$ cat config.mk
export PLATFORM = sky130hd
export DESIGN_NAME = prescaled_timer
export DESIGN_NICKNAME = d
export VERILOG_FILES = /design/src/rtl/prescaled_timer.sv
export SDC_FILE = /design/constraint.sdc
export NUM_CORES = 1
export LEC_CHECK = 0
export CAP_MARGIN = 0
export CORE_ASPECT_RATIO = 0.8
export CORE_MARGIN = 2
export CORE_UTILIZATION = 55
export CTS_BUF_LIST = sky130_fd_sc_hd__clkbuf_2
export DETAILED_ROUTE_END_ITERATION = 7
export PLACE_DENSITY = 0.79
export SETUP_SLACK_MARGIN = 0.15
export SYNTH_ARGS = -nofsm -noshare
export SYNTH_HDL_FRONTEND = slang
export SYNTH_SLANG_ARGS = --single-unit
export TNS_END_PERCENT = 30
$ cat constraint.sdc
create_clock -name clk -period 3.65 [get_ports clk]
set_clock_uncertainty 0.15 [all_clocks]
set_input_delay 0.73 -clock clk [delete_from_list [all_inputs] [get_ports clk]]
set_output_delay 0.73 -clock clk [all_outputs]
set_load 0.03 [all_outputs]
$ cat src/rtl/prescaled_timer.sv
module prescaled_timer #(
  parameter int DW    = 32,
  parameter int AW    = 2,
  parameter int CNT_W = 24,
  parameter int PSC_W = 8
) (
  input  logic          clk,
  input  logic          rst_n,
  input  logic          bus_sel,
  input  logic          bus_wr,
  input  logic [AW-1:0] bus_addr,
  input  logic [DW-1:0] bus_wdata,
  output logic [DW-1:0] bus_rdata,
  output logic          irq
);
  localparam logic [AW-1:0] A_CTRL = 2'd0;
  localparam logic [AW-1:0] A_INIT = 2'd1;
  localparam logic [AW-1:0] A_CNT  = 2'd2;
  localparam logic [AW-1:0] A_STAT = 2'd3;
  localparam int EN_B   = 30;
  localparam int IE_B   = 29;
  localparam int MODE_H = 28;
  localparam int MODE_L = 27;
  localparam logic [1:0] MODE_PERIODIC = 2'b01;

  logic             en_q, ie_q, pend_q, flag_q;
  logic [1:0]       mode_q;
  logic [PSC_W-1:0] psc_q, pre_q;
  logic [CNT_W-1:0] init_q, cnt_q;
  logic             wr, wr_ctrl, wr_init, wr_stat;
  logic             periodic, tick, expire;

  assign wr       = bus_sel && bus_wr;
  assign wr_ctrl  = wr && bus_addr == A_CTRL;
  assign wr_init  = wr && bus_addr == A_INIT;
  assign wr_stat  = wr && bus_addr == A_STAT;
  assign periodic = mode_q == MODE_PERIODIC;
  assign tick     = en_q && pre_q >= psc_q;
  assign expire   = tick && !pend_q && cnt_q <= CNT_W'(1);
  assign irq      = flag_q && ie_q;

  always_ff @(posedge clk) begin
    if (!rst_n) begin
      en_q   <= 1'b0;
      ie_q   <= 1'b0;
      mode_q <= '0;
      psc_q  <= '0;
      pre_q  <= '0;
      init_q <= '0;
      cnt_q  <= '0;
      pend_q <= 1'b0;
      flag_q <= 1'b0;
    end else begin
      if (!en_q || tick) pre_q <= '0;
      else               pre_q <= pre_q + 1'b1;

      if (wr_init) init_q <= bus_wdata[CNT_W-1:0];

      if (wr_init)   pend_q <= en_q;
      else if (tick) pend_q <= 1'b0;

      if (wr_init && !en_q)     cnt_q <= bus_wdata[CNT_W-1:0];
      else if (tick) begin
        if (pend_q)             cnt_q <= init_q;
        else if (expire)        cnt_q <= periodic ? init_q : '0;
        else                    cnt_q <= cnt_q - 1'b1;
      end

      if (wr_ctrl) begin
        en_q   <= bus_wdata[EN_B];
        ie_q   <= bus_wdata[IE_B];
        mode_q <= bus_wdata[MODE_H:MODE_L];
        psc_q  <= bus_wdata[PSC_W-1:0];
      end else if (expire && !periodic) begin
        en_q <= 1'b0;
      end

      if (expire)                        flag_q <= 1'b1;
      else if (wr_stat && bus_wdata[0])  flag_q <= 1'b0;
    end
  end

  always_comb begin
    bus_rdata = '0;
    case (bus_addr)
      A_CTRL: begin
        bus_rdata[EN_B]          = en_q;
        bus_rdata[IE_B]          = ie_q;
        bus_rdata[MODE_H:MODE_L] = mode_q;
        bus_rdata[PSC_W-1:0]     = psc_q;
      end
      A_INIT:  bus_rdata[CNT_W-1:0] = init_q;
      A_CNT:   bus_rdata[CNT_W-1:0] = cnt_q;
      default: bus_rdata[0]         = flag_q;
    endcase
  end
endmodule

==> impl_summary.txt, run 1 <==
----------------------------------------------------
[Critical path]
  Endpoint required time on the critical path ... around 2.8 ns
  Depth of the most critical reg-to-reg path ... 9
  Launch point of the worst reg-to-reg path ... psc_q[7]$_SDFFE_PN0P_
  Worst Path Class, Setup ... in2out
  Worst setup SP type ... input pin
  Worst-path fanout max ... 7
  Reg-to-reg endpoint ... cnt_q[6]$_SDFFE_PN0P_
  Setup slack of the worst register-to-register path ... around 0.31 ns
  Kind of capture point of the worst setup path ... output pin
  Arrival time worst endpoint ... ~2.5 ns

[Clock tree]
  Postcts setup bufs ... 0
  Number of H-tree levels ... 3
  PostCTS Resize Cnt ... 0
  Clock Latency Late Sink ... 0.54 ns
  Number of clock buffers inserted by TritonCTS ... 9
  Buffer type at the clock tree root ... clkbuf_2
  CTS hold repair buffers ... 0
  Maximum clock path buffer count ... 2
  Clock tree from TritonCTS ... yes
  Clock transition at path regs ... about 0.20 ns
  Number of sinks handled by clock tree synthesis ... 70

[Job]
  Max-cap violation count ... 0

[Logic synthesis]
  Synthesized instance count ... slightly below 600
  Library cells used by synthesis ... 61
  Area share of the largest cell type after synthesis ... 0.3089
  EDFF count, synth ... 0
  Largest area contributor in the synthesized netlist ... dfxtp_1
  Leading register cell type out of synthesis ... dfxtp_1
  Seq cells post-synth ... 70
  Sequential fraction of the synthesis area ... 0.3089
  Synthesis Warnings ... 0
  Area of the mapped netlist ... ~4500 µm²
  Largest cells by area after synthesis ... dfxtp_1 31%, nand2_1 8.5%, a21boi_0 6.8%
  Proportion of synthesized flip-flops having asynchronous set or reset ... 0
  Mapped Avg Cell Area ... a little under 8 µm²

[Worst hold path]
  Min-delay worst type ... reg2reg
  Depth of the worst hold-timing path ... 2
  Worst Hold Endpoint ... ie_q$_SDFFE_PN0P_
  Launch point of the worst hold path ... ie_q$_SDFFE_PN0P_

[Finish]
  Most frequent cells in the layout ... 103 x nand2_1, 70 x dfxtp_1, 41 x nor2_1, 41 x a21boi_0, 40 x buf_4
  Diode insertion count for antenna repair ... 0
  Area used by sequential logic in the layout ... ~1400 µm²
  Final net count ... around 680
  Most common cell after layout, fill and taps aside ... nand2_1
  Post-layout util ... 0.6602
  Number of standard cells in the layout, taps in and fillers out ... approximately 740
  Share of layout cells above drive strength 1 ... 0.1053
  Area of the multi-input gates ... 2850 µm²
  Area Growth Syn to Fin ... 16.16%
  Filler cell count ... ~690

[Global routing]
  GRT met1 Usage ... 0.4234
  Antenna violations before repair ... 0
  Number of global-route vias before repair ... about 4200
  Pin count of the biggest net entering global routing ... 44
  Peak-usage layer in the global routing report ... met2
  Overflow left after global routing ... 0
  Met3 Track Usage GR ... 0.05991
  Global-route wire length before repair ... around 21000 µm
  GRT Util Overall ... 0.2905
  Met2 Usage GRT ... 0.4317

[Floorplan]
  Top-level I/O count ... 71
  Starting density of the core ... 0.5683
  Num rows ... 29
  Core area ... between 7000 and 8000 µm²
  Chip Width ... ~110 µm
  Total die area ... ~9000 µm²
  Die Ht ... 85.24 µm

[Detailed routing]
  Final antenna-violating net count ... 0
  Routed vias/inst ... between 6 and 7
  Iter 0 DRT Violations ... about 420
  Number of optimization iterations in the first detailed-route pass ... 5
  Number of remaining DRC errors ... 0
  Vias after detailed routing ... ~4500
  Total detailed-routing wirelength ... about 13000 µm
  Mean routed wirelength per cell ... 17.54 µm

[Placed design]
  Dpl hpwl ... between 9000 and 10000 µm
  Final GP Congestion ... 0.9700
  Number of cells in the design after placement ... around 700
  Count of input and output buffers ... just over 60

[Timing]
  Final Max Tran Viols ... 0
  Post-route minimum period ... about 3.4 ns
  Final critical-path share of the clock period ... 0.9291
  Highest Clock Rate ... 0.2949 GHz
  Final-report hold violation count ... 0
  Measured slew at the worst slew-check pin ... roughly 0.95 ns
  Sum of negative setup slack ... 0 ns
  Remaining max-slew budget at the tightest pin ... 0.3693
  Final count of negative-setup-slack endpoints ... 0
  RSZ-0062 raised after global routing ... true

[Pwr]
  Peak VDD IR ... 0.1864 mV
  Static leakage ... 0.002105 µW
  Power density over the cells ... between 300 and 400 nW/µm²

[Status]
  Outcome ... finished clean

----------------------------------------------------
[kinds of logic after synthesis]
family	Yosys count	share of synthesized area
AND/OR/NAND/NOR	243	0.2686
buffers and inverters	70	0.06591
AO/OA/AOI/OAI	155	0.2606
other	1	0.0008266
XOR/XNOR	23	0.04440
multiplexers	3	0.006619
flip-flops	70	0.3089
adder cells (fa/ha/maj)	16	0.04413
[sequential cells by signal (all words and copies together) (netlist names)]
register / count
cnt_q: 24
init_q: 24
pre_q: 8
psc_q: 8
mode_q: 2
en_q: 1
flag_q: 1
ie_q: 1
pend_q: 1
[worst max-delay path: stages]
cell and delay [ns]:
clkdlybuf4s50_1 0.54, inv_1 0.08, ha_1 0.30, buf_4 0.21, a222oi_1 0.39, nor2_1 0.08
buf_4 0.18
[routing by layer]
layer  share of wire  vias up  routed length (µm)
met5               0        -                   0
met4           0.015        0                 196
met3            0.10       29                1335
met2            0.43      249                5536
met1            0.45     2102                5827
li1                -     2153                   -
[synth_stat cells (4+ instances only)]
library cell,n
a221oi_1,11
inv_1,19
dfxtp_1,70
nor3_1,8
a211oi_1,9
o21ai_0,16
a31oi_1,4
o211ai_1,4
o211a_1,6
nand3_1,15
a21oi_1,11
nand2b_1,5
a222oi_1,8
xor2_1,12
a21boi_0,41
nand4_1,8
o21bai_1,4
nor2_1,41
clkbuf_1,33
nor2b_1,18
and2_1,12
ha_1,16
buf_2,10
nor4_1,4
buf_4,4
nand2_1,103
xnor2_1,11
and3_1,9
a22oi_1,16
[report_power, final]
| part | internal [µW] | total [µW] | switching (µW) |
|---|---|---|---|
| registers | 787 | 823 | 35.3 |
| logic | 195 | 457 | 262 |
| clock network | 228 | 528 | 300 |
[per-stage QoR]
| stage | hold WS, ns | area [µm²] | total power, µW | setup WS, ns |
|---|---|---|---|---|
| 6_report | 0.3482 | 5270 | 1807 | 0.2589 |
| 5_1_grt | 0.3759 | 5270 | 1885 | 0.1184 |
| 4_1_cts | 0.3479 | 5268 | 1803 | 0.2488 |
| 3_5_place_dp | 0.3042 | 5131 | 1280 | 0.1799 |
| 3_3_place_gp | 0.2956 | 5131 | 1269 | 0.2418 |
| 2_1_floorplan | 0.2758 | 4548 | 1152 | 0.7020 |
[worst max-delay path by stage]
stage	start	endpoint	slack, ns	depth (start not counted)
final	bus_addr[1]	bus_rdata[4]	0.26	7
after global routing	psc_q[7]$_SDFFE_PN0P_	cnt_q[6]$_SDFFE_PN0P_	0.12	9
after CTS	bus_addr[0]	bus_rdata[15]	0.25	7
after detailed placement	bus_addr[1]	cnt_q[16]$_SDFFE_PN0P_	0.18	8
after global placement	bus_addr[1]	cnt_q[16]$_SDFFE_PN0P_	0.24	8
after floorplan	bus_addr[1]	bus_rdata[0]	0.70	6
[cell type report]
class | instances | share of cell area
Clock buffer | 10 | 0.009497
Clock inverter | 6 | 0.01638
Inverter | 19 | 0.01353
Multi-Input combinational cell | 444 | 0.5408
Sequential cell | 70 | 0.2659
Tap cell | 108 | 0.02564
Timing Repair Buffer | 78 | 0.1282
Power figures use the tool's default switching activity.
==> run 2: changes to the inputs <==
Settings changed: SLEW_MARGIN from default to 20.
==> results of run 2 <==
No change in the layout: final DEF, timing and power equal those of run 1.
==> run 3: changes to the inputs <==
Settings changed: CTS_CLUSTER_SIZE from default to 16, REMOVE_ABC_BUFFERS from default to 1.
==> run 3 against run 2 <==
Sequential share of layout area fell by 0.14 points. Power rose by 0.47%. Largest cell class unchanged. Fmax rose by 2.3%. Cell count rose by 0.41%. Register-to-register slack improved by 0.38 ns. Wire length barely moved. Sequential power barely moved. Worst setup slack improved by 0.075 ns. Clock power rose by 1%. Combinational power barely moved. Via count fell by 0.18%.
==> impl_summary.txt, run 3 (same netlist as run 1, synthesis figures left out) <==
----------------------------------------------------
[Status]
  Outcome ... finished clean

[Finish]
  Largest registers ... cnt_q (24), init_q (24)
  Area of the multi-input gates ... 2850 µm²
  Non-Filler Cell Area, Final ... roughly 5300 µm²
  Most frequent cells in the layout ... 103 x nand2_1, 70 x dfxtp_1, 43 x buf_4
  Area Growth Syn to Fin ... 16.80%
  Area used by sequential logic in the layout ... 1401 µm²
  Diode insertion count for antenna repair ... 0
  Share of layout cells above drive strength 1 ... 0.1095
  Filler cell count ... around 690
  Number of standard cells in the layout, taps in and fillers out ... between 700 and 800
  Most common cell after layout, fill and taps aside ... nand2_1
  Final net count ... ~680

[Clock tree]
  Clock transition at path regs ... 0.21 ns
  Clock tree from TritonCTS ... yes
  Clock Latency Late Sink ... between 0.5 and 0.6 ns
  Buffer type at the clock tree root ... clkbuf_2
  Maximum clock path buffer count ... 2
  Number of H-tree levels ... 3
  Number of sinks handled by clock tree synthesis ... 70
  Number of clock buffers inserted by TritonCTS ... 9
  Postcts setup bufs ... 0

[Detailed routing]
  Vias after detailed routing ... 4525
  Routed vias/inst ... approximately 6.1
  Number of remaining DRC errors ... 0
  Iter 0 DRT Violations ... about 410
  Mean routed wirelength per cell ... 17.46 µm
  Number of optimization iterations in the first detailed-route pass ... 4
  Total detailed-routing wirelength ... between 10000 and 15000 µm
  Final antenna-violating net count ... 0

[Global routing]
  Antenna violations before repair ... 0
  Global-route wire length before repair ... ~21000 µm
  GRT Util Overall ... 0.2906
  Overflow left after global routing ... 0
  Number of global-route vias before repair ... roughly 4200
  Pin count of the biggest net entering global routing ... 41

[Timing]
  Final Max Tran Viols ... 0
  Post-route minimum period ... ~3.3 ns
  Final critical-path share of the clock period ... 0.9085
  Final count of negative-setup-slack endpoints ... 0
  Remaining max-slew budget at the tightest pin ... 0.2623
  Sum of negative setup slack ... 0 ns
  Hold slack final ... 0.3393 ns
  RSZ-0062 raised after global routing ... false
  Measured slew at the worst slew-check pin ... between 1 and 1.5 ns
  Highest Clock Rate ... ~0.3 GHz
  Final-report hold violation count ... 0

[Critical path]
  Stage delay of the slowest cell on the critical path ... roughly 0.47 ns
  Worst setup SP type ... input pin
  Start point of the critical path ... bus_addr[0]
  Slowest cell on crit path ... clkdlybuf4s50_1
  Setup slack of the worst register-to-register path ... approximately 0.69 ns
  Launch point of the worst reg-to-reg path ... psc_q[7]$_SDFFE_PN0P_
  Cell chain of the critical path ... clkdlybuf4s50_1, inv_1, ha_2, buf_4, a22oi_1, nor2b_1, buf_4
  Library cell appearing most often on the critical path ... buf_4
  Arrival time worst endpoint ... around 2.4 ns
  Kind of capture point of the worst setup path ... output pin
  Endpoint required time on the critical path ... between 2 and 3 ns
  Kind of cell adding the most delay to the critical path ... buffers and inverters
  Critical path buffers and inverters ... 4
  Worst Path Class, Setup ... in2out
  Reg-to-reg endpoint ... cnt_q[20]$_SDFFE_PN0P_
  Worst-path fanout max ... 15
  Depth of the most critical reg-to-reg path ... 8
  Stages on worst setup path ... 7

[Worst hold path]
  Depth of the worst hold-timing path ... 2
  Min-delay worst type ... reg2reg
  Launch point of the worst hold path ... mode_q[0]$_SDFFE_PN0P_
  Worst Hold Endpoint ... mode_q[0]$_SDFFE_PN0P_

[Placed design]
  Count of input and output buffers ... 62
  Dpl hpwl ... approximately 9100 µm
  Final GP Congestion ... 0.9788
  Placement Cell Area ... 5154 µm²
  Number of cells in the design after placement ... 722

[Pwr]
  Power density over the cells ... roughly 340 nW/µm²
  Peak VDD IR ... between 0.15 and 0.2 mV
  Static leakage ... ~0.0021 µW

[Job]
  Max-cap violation count ... 0

[Floorplan]
  Top-level I/O count ... 71
  Starting density of the core ... 0.5683
  Core area ... 7983 µm²
  Total die area ... 8996 µm²
  Die Ht ... between 80 and 90 µm
  Num rows ... 29
  Chip Width ... around 110 µm

----------------------------------------------------
[run 3: how the worst max path moves through the flow]
stage	slack (ns)	end
after floorplan	0.06	cnt_q[16]$_SDFFE_PN0P_
after global routing	0.21	bus_rdata[0]
final	0.33	bus_rdata[13]
after detailed placement	0.12	bus_rdata[13]
after global placement	0.22	bus_rdata[14]
after CTS	0.34	bus_rdata[13]
[run 3: routing by layer]
layer	track usage	up-vias	share of wire
met5	0	-	0
met4	0.07177	0	0.0099
met3	0.07757	15	0.093
met2	0.4434	217	0.45
met1	0.4117	2139	0.44
li1	-	2154	-
[run 3: cell type report]
cell class,instances,area share
multi-input combinational,444,0.5379
sequential,70,0.2645
timing repair buffer,81,0.1318
tap,108,0.02550
clock inverter,7,0.01842
inverter,19,0.01346
clock buffer,9,0.008501
[run 3: power by group]
| part | leakage, µW | switching [µW] | internal [µW] |
|---|---|---|---|
| logic | 0.00147 | 262 | 197 |
| registers | 0.000567 | 34.3 | 787 |
| clock network | 0.0000785 | 307 | 228 |
| total | 0.00212 | 603 | 1210 |
[run 3: through the flow]
stage                     setup WS [ns]  power (µW)    util
after CTS                        0.3361        1817  0.6638
after global placement           0.2243        1271  0.6456
after floorplan                 0.05810        1122       -
final                            0.3339        1816  0.6638
after global routing             0.2092        1904  0.6638
after detailed placement         0.1216        1284  0.6456
[run 3: what timing repair did]
item	in CTS	in global routing
endpoints found under the setup margin	2	0
resized for setup	1	0
hold buffers	0	0
[run 3: worst min-delay path, delay by kind of cell, from the launching register on]
kind | cells | cell delay (ns)
compound gates | 1 | 0.06
flops | 1 | 0.36
simple gates | 1 | 0.05
